## src/rtl/i2c_arec_pkg.sv

```systemverilog
package i2c_arec_pkg;

  // Status code: bits 7:3 of the status byte (low three bits always zero)
  typedef enum logic [4:0] {
    ST_NONE     = 5'h1F,  // 0xF8: nothing to report
    ST_SLAW_ACK = 5'h0C,  // 0x60: own address + write acknowledged
    ST_RXD_ACK  = 5'h10,  // 0x80: data received, ACK returned
    ST_RXD_NACK = 5'h11,  // 0x88: data received, NACK returned
    ST_SLAR_ACK = 5'h15,  // 0xA8: own address + read acknowledged
    ST_TXD_ACK  = 5'h17,  // 0xB8: byte sent, master ACK
    ST_TXD_NACK = 5'h18,  // 0xC0: byte sent, master NACK
    ST_TXD_LAST = 5'h19   // 0xC8: last byte sent, master ACK
  } arec_status_e;

  typedef enum logic [2:0] {
    MD_IDLE,   // not addressed, ignore bytes until START
    MD_ADDR,   // first byte after START expected
    MD_RX,     // addressed receiver
    MD_TX,     // addressed transmitter
    MD_DONE    // transfer finished, leave after interrupt clear
  } arec_mode_e;

endpackage

```

## src/rtl/arec_line_watch.sv

```systemverilog
module arec_line_watch (
  input  logic clk,
  input  logic rst_n,
  input  logic scl,
  input  logic sda,
  output logic scl_rise,
  output logic scl_fall,
  output logic start_det,
  output logic stop_det
);

  logic scl_q;
  logic sda_q;

  always_ff @(posedge clk or negedge rst_n) begin
    if (!rst_n) begin
      scl_q <= 1'b1;
      sda_q <= 1'b1;
    end else begin
      scl_q <= scl;
      sda_q <= sda;
    end
  end

  always_comb begin
    scl_rise  = scl & ~scl_q;
    scl_fall  = ~scl & scl_q;
    // SDA edges are only meaningful while SCL stays high
    start_det = scl & scl_q & sda_q & ~sda;
    stop_det  = scl & scl_q & ~sda_q & sda;
  end

endmodule

```

## src/rtl/arec_shifter.sv

```systemverilog
module arec_shifter #(
  parameter int BYTE_W = 8
) (
  input  logic              clk,
  input  logic              rst_n,
  input  logic              bus_reset,
  input  logic              scl_rise,
  input  logic              scl_fall,
  input  logic              sda,
  output logic [BYTE_W-1:0] shreg,
  output logic              ack_bit,
  output logic              byte_done,
  output logic              ack_done
);

  localparam int SLOTS = BYTE_W + 1;
  localparam int CNT_W = $clog2(SLOTS + 1);
  localparam logic [CNT_W-1:0] LAST_DATA = CNT_W'(BYTE_W);
  localparam logic [CNT_W-1:0] LAST_SLOT = CNT_W'(SLOTS);

  logic [CNT_W-1:0] rise_cnt;

  always_ff @(posedge clk or negedge rst_n) begin
    if (!rst_n) begin
      rise_cnt <= '0;
      shreg    <= '0;
      ack_bit  <= 1'b1;
    end else if (bus_reset) begin
      rise_cnt <= '0;
    end else if (scl_rise) begin
      if (rise_cnt < LAST_DATA) begin
        shreg <= {shreg[BYTE_W-2:0], sda};
      end else if (rise_cnt == LAST_DATA) begin
        ack_bit <= sda;
      end
      if (rise_cnt < LAST_SLOT) begin
        rise_cnt <= rise_cnt + 1'b1;
      end
    end else if (scl_fall && rise_cnt == LAST_SLOT) begin
      rise_cnt <= '0;
    end
  end

  always_comb begin
    byte_done = scl_fall && !bus_reset && (rise_cnt == LAST_DATA);
    ack_done  = scl_fall && !bus_reset && (rise_cnt == LAST_SLOT);
  end

endmodule

```

## src/rtl/arec_ctrl.sv

```systemverilog
module arec_ctrl
  import i2c_arec_pkg::*;
#(
  parameter int ADDR_W = 7,
  parameter int BYTE_W = ADDR_W + 1
) (
  input  logic              clk,
  input  logic              rst_n,
  input  logic              start_det,
  input  logic              stop_det,
  input  logic              byte_done,
  input  logic              ack_done,
  input  logic              ack_bit,
  input  logic [BYTE_W-1:0] shreg,
  input  logic [ADDR_W-1:0] own_addr,
  input  logic              ack_en,
  input  logic              last_byte,
  input  logic              int_clr,
  output logic              sda_pull,
  output logic              irq,
  output logic [4:0]        status,
  output logic              addressed,
  output logic              dir_read,
  output logic [BYTE_W-1:0] rx_byte
);

  arec_mode_e   mode;
  arec_mode_e   pend_mode;
  arec_status_e status_q;
  arec_status_e pend_status;
  logic         pend_valid;
  logic         addr_hit;

  assign addr_hit = ack_en && (shreg[BYTE_W-1:1] == own_addr);

  always_ff @(posedge clk or negedge rst_n) begin
    if (!rst_n) begin
      mode        <= MD_IDLE;
      pend_mode   <= MD_IDLE;
      status_q    <= ST_NONE;
      pend_status <= ST_NONE;
      pend_valid  <= 1'b0;
      sda_pull    <= 1'b0;
      irq         <= 1'b0;
      dir_read    <= 1'b0;
      rx_byte     <= '0;
    end else if (start_det || stop_det) begin
      mode       <= start_det ? MD_ADDR : MD_IDLE;
      status_q   <= ST_NONE;
      pend_valid <= 1'b0;
      sda_pull   <= 1'b0;
      irq        <= 1'b0;
    end else begin
      if (irq && int_clr) begin
        irq      <= 1'b0;
        status_q <= ST_NONE;
        if (mode == MD_DONE) begin
          mode <= MD_IDLE;
        end
      end

      if (byte_done) begin
        case (mode)
          MD_ADDR: begin
            if (addr_hit) begin
              sda_pull    <= 1'b1;
              pend_valid  <= 1'b1;
              dir_read    <= shreg[0];
              pend_status <= shreg[0] ? ST_SLAR_ACK : ST_SLAW_ACK;
              pend_mode   <= shreg[0] ? MD_TX : MD_RX;
            end else begin
              mode <= MD_IDLE;
            end
          end
          MD_RX: begin
            pend_valid <= 1'b1;
            if (ack_en) begin
              sda_pull    <= 1'b1;
              pend_status <= ST_RXD_ACK;
              pend_mode   <= MD_RX;
            end else begin
              pend_status <= ST_RXD_NACK;
              pend_mode   <= MD_DONE;
            end
          end
          MD_TX: begin
            pend_valid <= 1'b1;
          end
          default: begin
          end
        endcase
      end

      if (ack_done) begin
        sda_pull   <= 1'b0;
        pend_valid <= 1'b0;
        if (pend_valid) begin
          irq <= 1'b1;
          if (mode == MD_TX) begin
            if (ack_bit) begin
              status_q <= ST_TXD_NACK;
              mode     <= MD_DONE;
            end else if (last_byte) begin
              status_q <= ST_TXD_LAST;
              mode     <= MD_DONE;
            end else begin
              status_q <= ST_TXD_ACK;
            end
          end else begin
            status_q <= pend_status;
            mode     <= pend_mode;
          end
          if (mode == MD_RX) begin
            rx_byte <= shreg;
          end
        end
      end
    end
  end

  always_comb begin
    status    = status_q;
    addressed = (mode == MD_RX) || (mode == MD_TX) || (mode == MD_DONE);
  end

endmodule

```

## src/rtl/i2c_addr_rec.sv

```systemverilog
module i2c_addr_rec #(
  parameter int ADDR_W = 7
) (
  input  logic              clk,
  input  logic              rst_n,
  input  logic              scl_i,
  input  logic              sda_i,
  input  logic [ADDR_W-1:0] own_addr_i,
  input  logic              ack_en_i,
  input  logic              last_byte_i,
  input  logic              int_clr_i,
  output logic              sda_pull_o,
  output logic              scl_hold_o,
  output logic              addressed_o,
  output logic              dir_read_o,
  output logic              irq_o,
  output logic [4:0]        status_o,
  output logic [ADDR_W:0]   rx_byte_o
);

  localparam int BYTE_W = ADDR_W + 1;

  logic              scl_rise;
  logic              scl_fall;
  logic              start_det;
  logic              stop_det;
  logic [BYTE_W-1:0] shreg;
  logic              ack_bit;
  logic              byte_done;
  logic              ack_done;

  arec_line_watch u_watch (
    .clk       (clk),
    .rst_n     (rst_n),
    .scl       (scl_i),
    .sda       (sda_i),
    .scl_rise  (scl_rise),
    .scl_fall  (scl_fall),
    .start_det (start_det),
    .stop_det  (stop_det)
  );

  arec_shifter #(.BYTE_W(BYTE_W)) u_shift (
    .clk       (clk),
    .rst_n     (rst_n),
    .bus_reset (start_det | stop_det),
    .scl_rise  (scl_rise),
    .scl_fall  (scl_fall),
    .sda       (sda_i),
    .shreg     (shreg),
    .ack_bit   (ack_bit),
    .byte_done (byte_done),
    .ack_done  (ack_done)
  );

  arec_ctrl #(.ADDR_W(ADDR_W), .BYTE_W(BYTE_W)) u_ctrl (
    .clk       (clk),
    .rst_n     (rst_n),
    .start_det (start_det),
    .stop_det  (stop_det),
    .byte_done (byte_done),
    .ack_done  (ack_done),
    .ack_bit   (ack_bit),
    .shreg     (shreg),
    .own_addr  (own_addr_i),
    .ack_en    (ack_en_i),
    .last_byte (last_byte_i),
    .int_clr   (int_clr_i),
    .sda_pull  (sda_pull_o),
    .irq       (irq_o),
    .status    (status_o),
    .addressed (addressed_o),
    .dir_read  (dir_read_o),
    .rx_byte   (rx_byte_o)
  );

  // Interrupts are only raised at an SCL falling edge, so holding SCL
  // for the whole pending time never shortens a high phase.
  assign scl_hold_o = irq_o;

endmodule

```

## config.mk

```make
export PLATFORM = sky130hd
export DESIGN_NAME = i2c_addr_rec
export DESIGN_NICKNAME = d
export VERILOG_FILES = /design/src/rtl/i2c_arec_pkg.sv /design/src/rtl/arec_line_watch.sv /design/src/rtl/arec_shifter.sv /design/src/rtl/arec_ctrl.sv /design/src/rtl/i2c_addr_rec.sv
export SDC_FILE = /design/constraint.sdc
export NUM_CORES = 1
export LEC_CHECK = 0
export ABC_AREA = 1
export BUFFER_PORTS_ARGS = -buffer_cell sky130_fd_sc_hd__buf_2
export CELL_PAD_IN_SITES_DETAIL_PLACEMENT = 1
export CELL_PAD_IN_SITES_GLOBAL_PLACEMENT = 1
export CORE_ASPECT_RATIO = 0.9
export CORE_MARGIN = 2
export CORE_UTILIZATION = 42
export DETAILED_ROUTE_END_ITERATION = 10
export PLACE_DENSITY = 0.81
export SETUP_SLACK_MARGIN = 0.1
export SLEW_MARGIN = 0
export SYNTH_ARGS = -nofsm -noshare
export SYNTH_HDL_FRONTEND = slang
export SYNTH_SLANG_ARGS = --single-unit
```

## constraint.sdc

```tcl
create_clock -name clk -period 2.15 [get_ports clk]
set_clock_uncertainty 0.05 [all_clocks]
set_input_delay 0.43 -clock clk [delete_from_list [all_inputs] [get_ports clk]]
set_output_delay 0.43 -clock clk [all_outputs]
set_load 0.1 [all_outputs]
```

==> flow_summary_export.csv, run 1 <==
group,metric,value,unit
logic_synthesis,yosys.area_share.xor_xnor,0,
setup_path,startpoint_type,"flip-flop",
power,power_frac_seq,0.540,
logic_synthesis,syn_avg_cell_area,8.21,um2
logic_synthesis,ys_ff_latch,43,
floorplanning,die_h,72.1,um
layout,diodes,0,
layout,multi_input_area,868,um2
timing,fin_tns_setup,0,ns
clock_network,insertion_delay,0.29,ns
floorplanning,die_area,0.00575,mm2
route,drt-wirelength-per-cell,13.2,um
floorplanning,core-area,0.00489,mm2
floorplanning,row_count,24,
grt,antenna_found_initial,0,
grt,gr-total-overflow,0,
timing,min_period_over_period,0.875,
layout,final-seq-area,0.00109,mm2
power,clock_power_share,0.271,
floorplanning,start_util,0.443,
timing,setup_slack,0.268,ns
logic_synthesis,synth-warning-count,0,
grt,grt_pass1_wl,8.80,mm
timing,max-slew-margin-rel,0.639,
floorplanning,dieWidth,79.7,um
route,dr.pass1.iters,4,
timing,period_minus_slack,1.88,ns
logic_synthesis,synthAdderAreaFrac,0.0173,
route,via_per_inst,4.93,
layout,drive_above_1_share,0.257,
layout,layout_common_cells,"nand2_1 (84), inv_1 (42), buf_2 (30), dfrtp_1 (30), o21ai_0 (22)",
timing,finalMaxSlewViolations,0,
setup_path,critical_path.startpoint,"u_ctrl.mode[0]",
place,routabilityCongestion,0.809,
clock_network,h-tree-depth,2,
clock_network,cts_tree,"yes",
timing,max_freq,531,MHz
power,p_int,0.00127,W
logic_synthesis,synth_seq_area_share,0.504,
logic_synthesis,synth_top_family_by_area,"simple AND/OR/NAND/NOR gates",
logic_synthesis,synthSimpleGateAreaFrac,0.251,
setup_path,critPathMaxFanout,4,
layout,area_growth,13.7,%
timing,hold_viol_final,0,
flow_run,maxCapViolations,0,
power,swShare,0.317,
clock_network,clock-sinks,43,
timing,max_slew.worst_pin.slew,0.542,ns
clock_network,ctsResizeCount,0,
clock_network,post_cts_buffers,0,
place,place_ws,0.299,ns
route,drtIter0Drc,91,
layout,layout_commonest_cell,"nand2_1",
grt,grt_start_max_net_pins,44,
power,p_per_area,753,mW/mm2
run_status,status,"completed",
logic_synthesis,syn-cell-area,0.00217,mm2
logic_synthesis,ys_types,29,
layout,nets,316,
clock_network,clk_path_buf_depth,2,
route,ant_nets,0,
power,pwr-share-comb,0.189,
place,placed_cell_area,0.00238,mm2
layout,fillers,632,
logic_synthesis,synthMuxAreaShare,0,
logic_synthesis,postSynthCellCount,264,
clock_network,cts_root_buffer,"clkbuf_8",
timing,finalSetupViolations,0,
route,drt_wl_total,4.82,mm
logic_synthesis,synth_compound_area_frac,0.131,
timing,rsz0062_at_grt,"no",
route,vias,1799,
grt,grt_pass1_vias,1938,
setup_path,r2r_start,"u_shift.rise_cnt[1]",
setup_path,crit_type,"reg -> out",
power,p_leak,1.26,nW
clock_network,postCtsHoldBufs,0,
setup_path,end_kind,"output port",
logic_synthesis,synthesis.nets,281,
route,drc_errors,0,
power,vdd_ir_drop_max,400,uV
setup_path,required,1.67,ns
place,numPortBuffers,31,
layout,final_cell_area,0.00246,mm2
clock_network,cts_buffers,5,
setup_path,crit_arrival,1.40,ns
place,dp_hpwl,3.77,mm
worst_hold_path,holdCritPathClass,"in -> async",
floorplanning,io_pins,32,
grt,grtUsageTotal,0.198,
power,switchingPower,0.000588,W
clock_network,cts.clk_slew.worst_paths,0.08,ns
==> logic make-up (layout without fill, tap and decap cells) <==
kind of cell               after synthesis  in the layout
DFF                                     43             43
adders and majority gates                3              3
and+or+nand+nor                        120            120
AOI/OAI and AO/OA                       47             47
buffers and inverters                   51             87
==> worst paths after layout <==
path                                          to  slack, ns  cells past startpoint
min                             u_shift.shreg[4]       0.15                      2
max in group asynchronous        u_shift.ack_bit       1.52                      2
min in group clk                   u_watch.sda_q       0.19                      1
max reg2reg                       u_ctrl.mode[0]       0.36                     11
min reg2reg                u_ctrl.pend_status[1]       0.41                      2
max                                  addressed_o       0.27                      4
==> worst max-delay path, stage by stage, from the launching register on <==
cell	delay [ns]
dfrtp_1	0.44
inv_1	0.13
nand2_1	0.09
o21ai_2	0.11
clkbuf_4	0.33
==> flip-flops by register name (all words and copies together), names as in the netlist <==
register	count
u_ctrl.pend_mode	3
u_shift.rise_cnt	4
u_ctrl.rx_byte	8
u_watch.sda_q	1
u_watch.scl_q	1
u_ctrl.mode	3
u_shift.ack_bit	1
u_ctrl.irq	1
u_ctrl.status	5
u_ctrl.sda_pull	1
u_ctrl.pend_valid	1
u_ctrl.pend_status	5
u_shift.shreg	8
u_ctrl.dir_read	1
==> cell type report <==
| type | instances | area share |
|---|---|---|
| clock buffer | 7 | 0.0310 |
| clock inverter | 1 | 0.00203 |
| inverter | 47 | 0.0716 |
| multi-input combinational | 170 | 0.352 |
| sequential | 43 | 0.443 |
| tap | 65 | 0.0330 |
| timing repair buffer | 32 | 0.0670 |
==> metrics by stage <==
step	power, W	util	hold slack (ns)	std cells
2_1_floorplan	0.00125	-	0.0844	264
3_5_place_dp	0.00137	0.486	0.410	357
5_1_grt	0.00198	0.504	0.186	365
6_report	0.00186	0.504	0.152	365
4_1_cts	0.00188	0.503	0.170	365
3_3_place_gp	0.00136	0.486	0.390	357
==> power by group through the flow <==
| stage | logic, W | registers [W] | clock network (W) |
|---|---|---|---|
| after floorplan | 0.000246 | 0.00100 | 0 |
| after global placement | 0.000343 | 0.00101 | 0 |
| after detailed placement | 0.000355 | 0.00102 | 0 |
| after CTS | 0.000358 | 0.00100 | 0.000521 |
| after global routing | 0.000414 | 0.00102 | 0.000550 |
| final | 0.000351 | 0.00100 | 0.000503 |
==> per-layer routing <==
layer,share of wire,wire [um],vias up,global-route usage
met1,0.48,2300,878,0.262
li1,-,-,892,-
met5,0,0,-,0
met3,0.032,155,5,0.0373
met2,0.48,2310,24,0.331
met4,0.012,56,0,0.0632
==> cell usage after synthesis (all sizes together) <==
master,number,share of area
ha,3,0.017
o22ai,4,0.012
or2,1,0.0029
clkbuf,1,0.0017
a21oi,10,0.028
nand3,7,0.016
nor2,17,0.046
dfrtp,30,0.35
o221ai,1,0.0040
nand4,2,0.0058
buf,3,0.014
nand2,89,0.16
o21ai,31,0.084
a22oi,1,0.0035
nor3,2,0.0069
nand3b,2,0.013
dfstp,13,0.16
inv,47,0.081
Note: power is estimated with default switching activity, not from simulation.
==> run 2, diff against run 1 <==
- CORE_MARGIN: 2 -> 5
- MAX_ROUTING_LAYER: default -> met4
==> run 2 against run 1 <==
Effect of this change: register-to-register slack worse by 0.05 ns; maximum frequency is 1.4% lower; sequential power about the same; wire length rose by 7.2%; setup slack lost 0.027 ns; sequential cell count is the same; via count shrank 0.61%; critical endpoint unchanged; largest power group unchanged; core utilization increased by 0.73 points; global-route usage decreased by 2.5 points; cell count did not move; critical path depth did not move.
==> flow_summary_export.csv, run 2 (synthesis results as in run 1) <==
group,metric,value,unit
place,place_inst,357,
setup_path,r2r_start,"u_shift.rise_cnt[1]",
clock_network,cts.clk_slew.worst_paths,0.08,ns
timing,finalMaxSlewViolations,0,
floorplanning,start_util,0.440,
power,p_int,0.00150,W
timing,rsz0062_at_grt,"no",
timing,period_minus_slack,1.91,ns
route,ant_nets,0,
run_status,status,"completed",
clock_network,postCtsHoldBufs,0,
floorplanning,io_pins,32,
setup_path,startpoint_type,"flip-flop",
floorplanning,dieWidth,85.7,um
floorplanning,die_h,78.1,um
timing,hold_viol_final,0,
floorplanning,die_area,0.00670,mm2
grt,antenna_found_initial,0,
layout,reg_top3,"u_ctrl.rx_byte x8, u_shift.shreg x8",
power,swShare,0.284,
route,dr.pass1.iters,4,
route,drc_errors,0,
layout,instances_no_fill,365,
power,p_per_area,835,mW/mm2
floorplanning,row_count,24,
setup_path,reg2reg_to,"u_ctrl.mode[0]",
power,clock_power_share,0.352,
route,vias,1788,
setup_path,crit_chain,"inv_1 > nand2_1 > o21ai_2 > clkbuf_4",
layout,layout_common_cells,"nand2_1 (84), inv_1 (42), buf_2 (30), dfrtp_1 (30), o21ai_0 (22)",
clock_network,cts_buffers,5,
place,place_ws,0.294,ns
layout,area_growth,16.1,%
timing,min_period_over_period,0.888,
flow_run,maxCapViolations,0,
setup_path,end_kind,"output port",
grt,gr-total-overflow,0,
place,routabilityCongestion,0.777,
power,power_frac_seq,0.479,
route,drt-wirelength-per-cell,14.2,um
grt,grt_pass1_vias,1860,
setup_path,crit_path_max_incr_delay,0.45,ns
grt,grt_pass1_wl,9.00,mm
place,numPortBuffers,31,
route,drt_wl_total,5.17,mm
setup_path,slowest_stage,"dfrtp_1",
setup_path,crit_end,"addressed_o",
timing,max-slew-margin-rel,0.635,
layout,multi_input_area,868,um2
clock_network,h-tree-depth,2,
setup_path,rrSetupSlack,0.31,ns
timing,max_freq,524,MHz
route,drtIter0Drc,44,
clock_network,insertion_delay,0.29,ns
setup_path,critical_path.startpoint,"u_ctrl.mode[0]",
grt,grt_start_max_net_pins,44,
worst_hold_path,holdCritPathClass,"in -> async",
timing,max_slew.worst_pin.slew,0.548,ns
place,dp_hpwl,3.88,mm
clock_network,clock-sinks,43,
setup_path,critPathMaxFanout,4,
layout,nets,316,
setup_path,r2r_cells,11,
setup_path,crit_arrival,1.43,ns
layout,diodes,0,
power,vdd_ir_drop_max,544,uV
timing,fin_tns_setup,0,ns
grt,grtUsageTotal,0.173,
timing,finalSetupViolations,0,
setup_path,required,1.67,ns
clock_network,clk_path_buf_depth,2,
power,switchingPower,0.000596,W
clock_network,cts_root_buffer,"clkbuf_8",
setup_path,crit_type,"reg -> out",
layout,layout_commonest_cell,"nand2_1",
layout,drive_above_1_share,0.260,
floorplanning,core-area,0.00492,mm2
power,p_leak,1.28,nW
route,via_per_inst,4.90,
clock_network,post_cts_buffers,0,
timing,setup_slack,0.241,ns
clock_network,cts_tree,"yes",
layout,fillers,634,
power,pwr-share-comb,0.169,
layout,final-seq-area,0.00109,mm2
-- run 2: changes by cell type in the layout (fill, tap and decap cells not counted) --
cell | previous run | this run
clkbuf_1 | 2 | 1
bufinv_16 | 0 | 2
clkinv_2 | 1 | 0
-- run 2: worst max-delay path, delay by kind of cell, from the launching register on --
kind	cells	cell delay, ns
flops	1	0.45
buf+inv	2	0.47
compound gates	1	0.11
simple gates	1	0.11
-- run 2: repair_timing --
| item | in CTS | in global routing |
|---|---|---|
| gates resized for setup | 0 | 1 |
| setup endpoints to repair | 0 | 1 |
| hold endpoints to repair | 0 | 0 |
-- run 2: final cells by class --
type / count / area share
flip-flops and latches: 43 / 0.434
multi-input cells: 170 / 0.345
inverters: 47 / 0.0701
repair buffers: 32 / 0.0656
well taps: 65 / 0.0323
clock buffers: 6 / 0.0288
clock inverters: 2 / 0.0239
-- run 2: power groups by stage --
stage	clock [W]	combinational [W]	sequential [W]
finish	0.000740	0.000355	0.00101
global route	0.000803	0.000414	0.00102
CTS	0.000762	0.000365	0.00101
detailed placement	0	0.000357	0.00102
global placement	0	0.000339	0.00102
floorplan	0	0.000246	0.00100
-- run 2: metal layers --
metal | track usage | share of wire
met5 | - | 0
met4 | 0.0380 | 0.0062
met3 | 0.0325 | 0.023
met2 | 0.295 | 0.50
met1 | 0.215 | 0.47
-- run 2: worst min path at each step --
stage                          startpoint                    end  slack (ns)  cells after the start
finish                              rst_n      u_ctrl.rx_byte[4]        0.15                      2
floorplan                           rst_n        u_ctrl.dir_read        0.08                      0
CTS                                 rst_n      u_ctrl.rx_byte[7]        0.17                      2
global route                        sda_i          u_watch.sda_q        0.17                      1
detailed placement  u_ctrl.pend_status[1]  u_ctrl.pend_status[1]        0.41                      2
global placement    u_ctrl.pend_status[1]  u_ctrl.pend_status[1]        0.39                      2
-- run 2: through the flow --
step           power [W]  hold WS (ns)   util  instance area (um2)
2_1_floorplan    0.00125        0.0844      -                 2170
3_3_place_gp     0.00135         0.388  0.483                 2380
3_5_place_dp     0.00138         0.409  0.483                 2380
4_1_cts          0.00213         0.167  0.510                 2510
5_1_grt          0.00224         0.175  0.511                 2520
6_report         0.00210         0.148  0.511                 2520
==> run 3, diff against run 2 <==
- CELL_PAD_IN_SITES_DETAIL_PLACEMENT: 1 -> 0
- CELL_PAD_IN_SITES_GLOBAL_PLACEMENT: 1 -> 2
- CORE_UTILIZATION: 42 -> 33
- PLACE_DENSITY: 0.81 -> 0.8
==> run 3 against run 2 <==
Effect of this change: cell area barely moved; non-clock buffer count stayed put; wire length shrank 7.0%; via count shrank 4.6%; setup slack improved by 0.033 ns; critical path type unchanged; maximum frequency grew 1.7%; global-route usage is 3.6 points lower; first-iteration DRC count rose by 27%; cell count increased by 6.8%; clock power fell by 27%; sequential share of layout area is essentially flat; combinational power down 4%.
==> flow_summary_export.csv, run 3 (synthesis results as in run 1) <==
group,metric,value,unit
run_status,status,"completed",
layout,fillers,691,
setup_path,crit_chain,"inv_1 > nand2_1 > o21ai_2 > clkbuf_4",
grt,gr-total-overflow,0,
timing,max_slew.worst_pin.slew,0.497,ns
worst_hold_path,holdCritPathClass,"in -> async",
route,drt_wl_total,4.81,mm
clock_network,postCtsHoldBufs,0,
layout,layout_commonest_cell,"nand2_1",
setup_path,critPathMaxFanout,4,
floorplanning,core-area,0.00648,mm2
timing,finalMaxSlewViolations,0,
setup_path,r2r_start,"u_shift.rise_cnt[1]",
timing,fin_tns_setup,0,ns
grt,antenna_found_initial,0,
place,routabilityCongestion,0.748,
layout,layout_common_cells,"nand2_1 (84), inv_1 (42), buf_2 (30), dfrtp_1 (30), o21ai_0 (22)",
place,place_ws,0.306,ns
route,drc_errors,0,
clock_network,cts_tree,"yes",
layout,final_cell_area,0.00252,mm2
setup_path,rrSetupSlack,0.40,ns
clock_network,cts_root_buffer,"clkbuf_8",
clock_network,h-tree-depth,2,
layout,nets,316,
clock_network,clock-sinks,43,
timing,max-slew-margin-rel,0.669,
setup_path,cp_top_family,"buffers and inverters",
layout,area_growth,16.2,%
setup_path,r2r_cells,11,
power,p_leak,1.27,nW
power,vdd_ir_drop_max,364,uV
setup_path,crit_type,"reg -> out",
layout,drive_above_1_share,0.260,
timing,finalSetupViolations,0,
floorplanning,die_h,86.9,um
floorplanning,dieWidth,95.4,um
route,drt-wirelength-per-cell,12.3,um
floorplanning,die_area,0.00829,mm2
clock_network,cts_buffers,5,
setup_path,startpoint_type,"flip-flop",
power,p_per_area,749,mW/mm2
flow_run,maxCapViolations,0,
route,ant_nets,0,
clock_network,insertion_delay,0.29,ns
setup_path,path_buf_inv,2,
timing,rsz0062_at_grt,"no",
route,via_per_inst,4.37,
place,placed_cell_area,0.00242,mm2
grt,grt_pass1_wl,8.53,mm
grt,grt_start_max_net_pins,25,
clock_network,clk_path_buf_depth,2,
timing,period_minus_slack,1.88,ns
setup_path,crit_arrival,1.40,ns
layout,diodes,0,
floorplanning,start_util,0.334,
route,drtIter0Drc,56,
setup_path,end_kind,"output port",
place,dp_hpwl,3.66,mm
floorplanning,io_pins,32,
setup_path,slowest_stage,"dfrtp_1",
floorplanning,row_count,28,
setup_path,crit_path_max_incr_delay,0.44,ns
timing,min_period_over_period,0.873,
route,dr.pass1.iters,4,
timing,setup_slack,0.274,ns
setup_path,reg2reg_to,"u_ctrl.mode[0]",
place,numPortBuffers,31,
layout,reg_top3,"u_ctrl.rx_byte x8, u_shift.shreg x8",
layout,fin_util,0.389,
grt,grt_pass1_vias,1739,
setup_path,required,1.67,ns
route,vias,1705,
clock_network,cts.clk_slew.worst_paths,0.08,ns
timing,max_freq,533,MHz
grt,grtUsageTotal,0.137,
timing,hold_viol_final,0,
==> run 3: worst max path at each step <==
| stage | start | endpoint | slack (ns) | cells after the start |
|---|---|---|---|---|
| final | u_ctrl.mode[0] | addressed_o | 0.27 | 4 |
| after global routing | u_shift.rise_cnt[1] | u_ctrl.mode[0] | 0.17 | 11 |
| after CTS | u_ctrl.mode[0] | addressed_o | 0.15 | 4 |
| after floorplan | u_ctrl.mode[0] | addressed_o | 0.25 | 3 |
| after detailed placement | scl_i | u_ctrl.mode[0] | 0.31 | 11 |
| after global placement | scl_i | u_ctrl.mode[0] | 0.32 | 11 |
==> run 3: worst reg2reg max path, cell delays in order, from the launching register on <==
cell and delay, ns:
dfrtp_1 0.41, inv_1 0.11, ha_1 0.15, nand2_1 0.08, nor3_2 0.28, nand2_1 0.23, nand2_1 0.11, inv_1 0.04
nand2_1 0.05, nand2_1 0.04, nand2_1 0.05, nand2_1 0.04
==> run 3: what timing repair did <==
item	in CTS	in global routing
setup buffers	0	0
resized for setup	0	1
setup endpoints to repair	0	1
==> run 3: metal layers <==
metal	up-vias	global-route usage	part of all wire
met3	2	0.0285	0.028
met4	0	0.0310	0.0060
li1	892	-	-
met1	785	0.191	0.52
met2	26	0.206	0.45
met5	-	-	0
==> run 3: area by class of cell <==
type | instances | area [um2] | share of cell area
tap | 90 | 113 | 0.0447
inverter | 47 | 176 | 0.0700
timing repair buffer | 32 | 178 | 0.0705
multi-input combinational | 170 | 868 | 0.345
clock inverter | 1 | 5.00 | 0.00199
sequential | 43 | 1090 | 0.434
clock buffer | 7 | 86.3 | 0.0343
==> run 3: power breakdown <==
group          switching [W]  total [W]  leakage (nW)  internal [W]
Clock               0.000280   0.000540        0.0482      0.000260
Combinational       0.000224   0.000342         0.674      0.000118
Sequential         0.0000790    0.00100         0.546      0.000924
Total               0.000583    0.00189          1.27       0.00130
==> run 3: stage by stage <==
step	hold slack [ns]	power (W)	std cells
floorplan	0.0844	0.00125	264
global placement	0.377	0.00137	382
detailed placement	0.387	0.00137	382
CTS	0.0609	0.00192	390
global route	0.0779	0.00203	390
finish	0.0512	0.00189	390
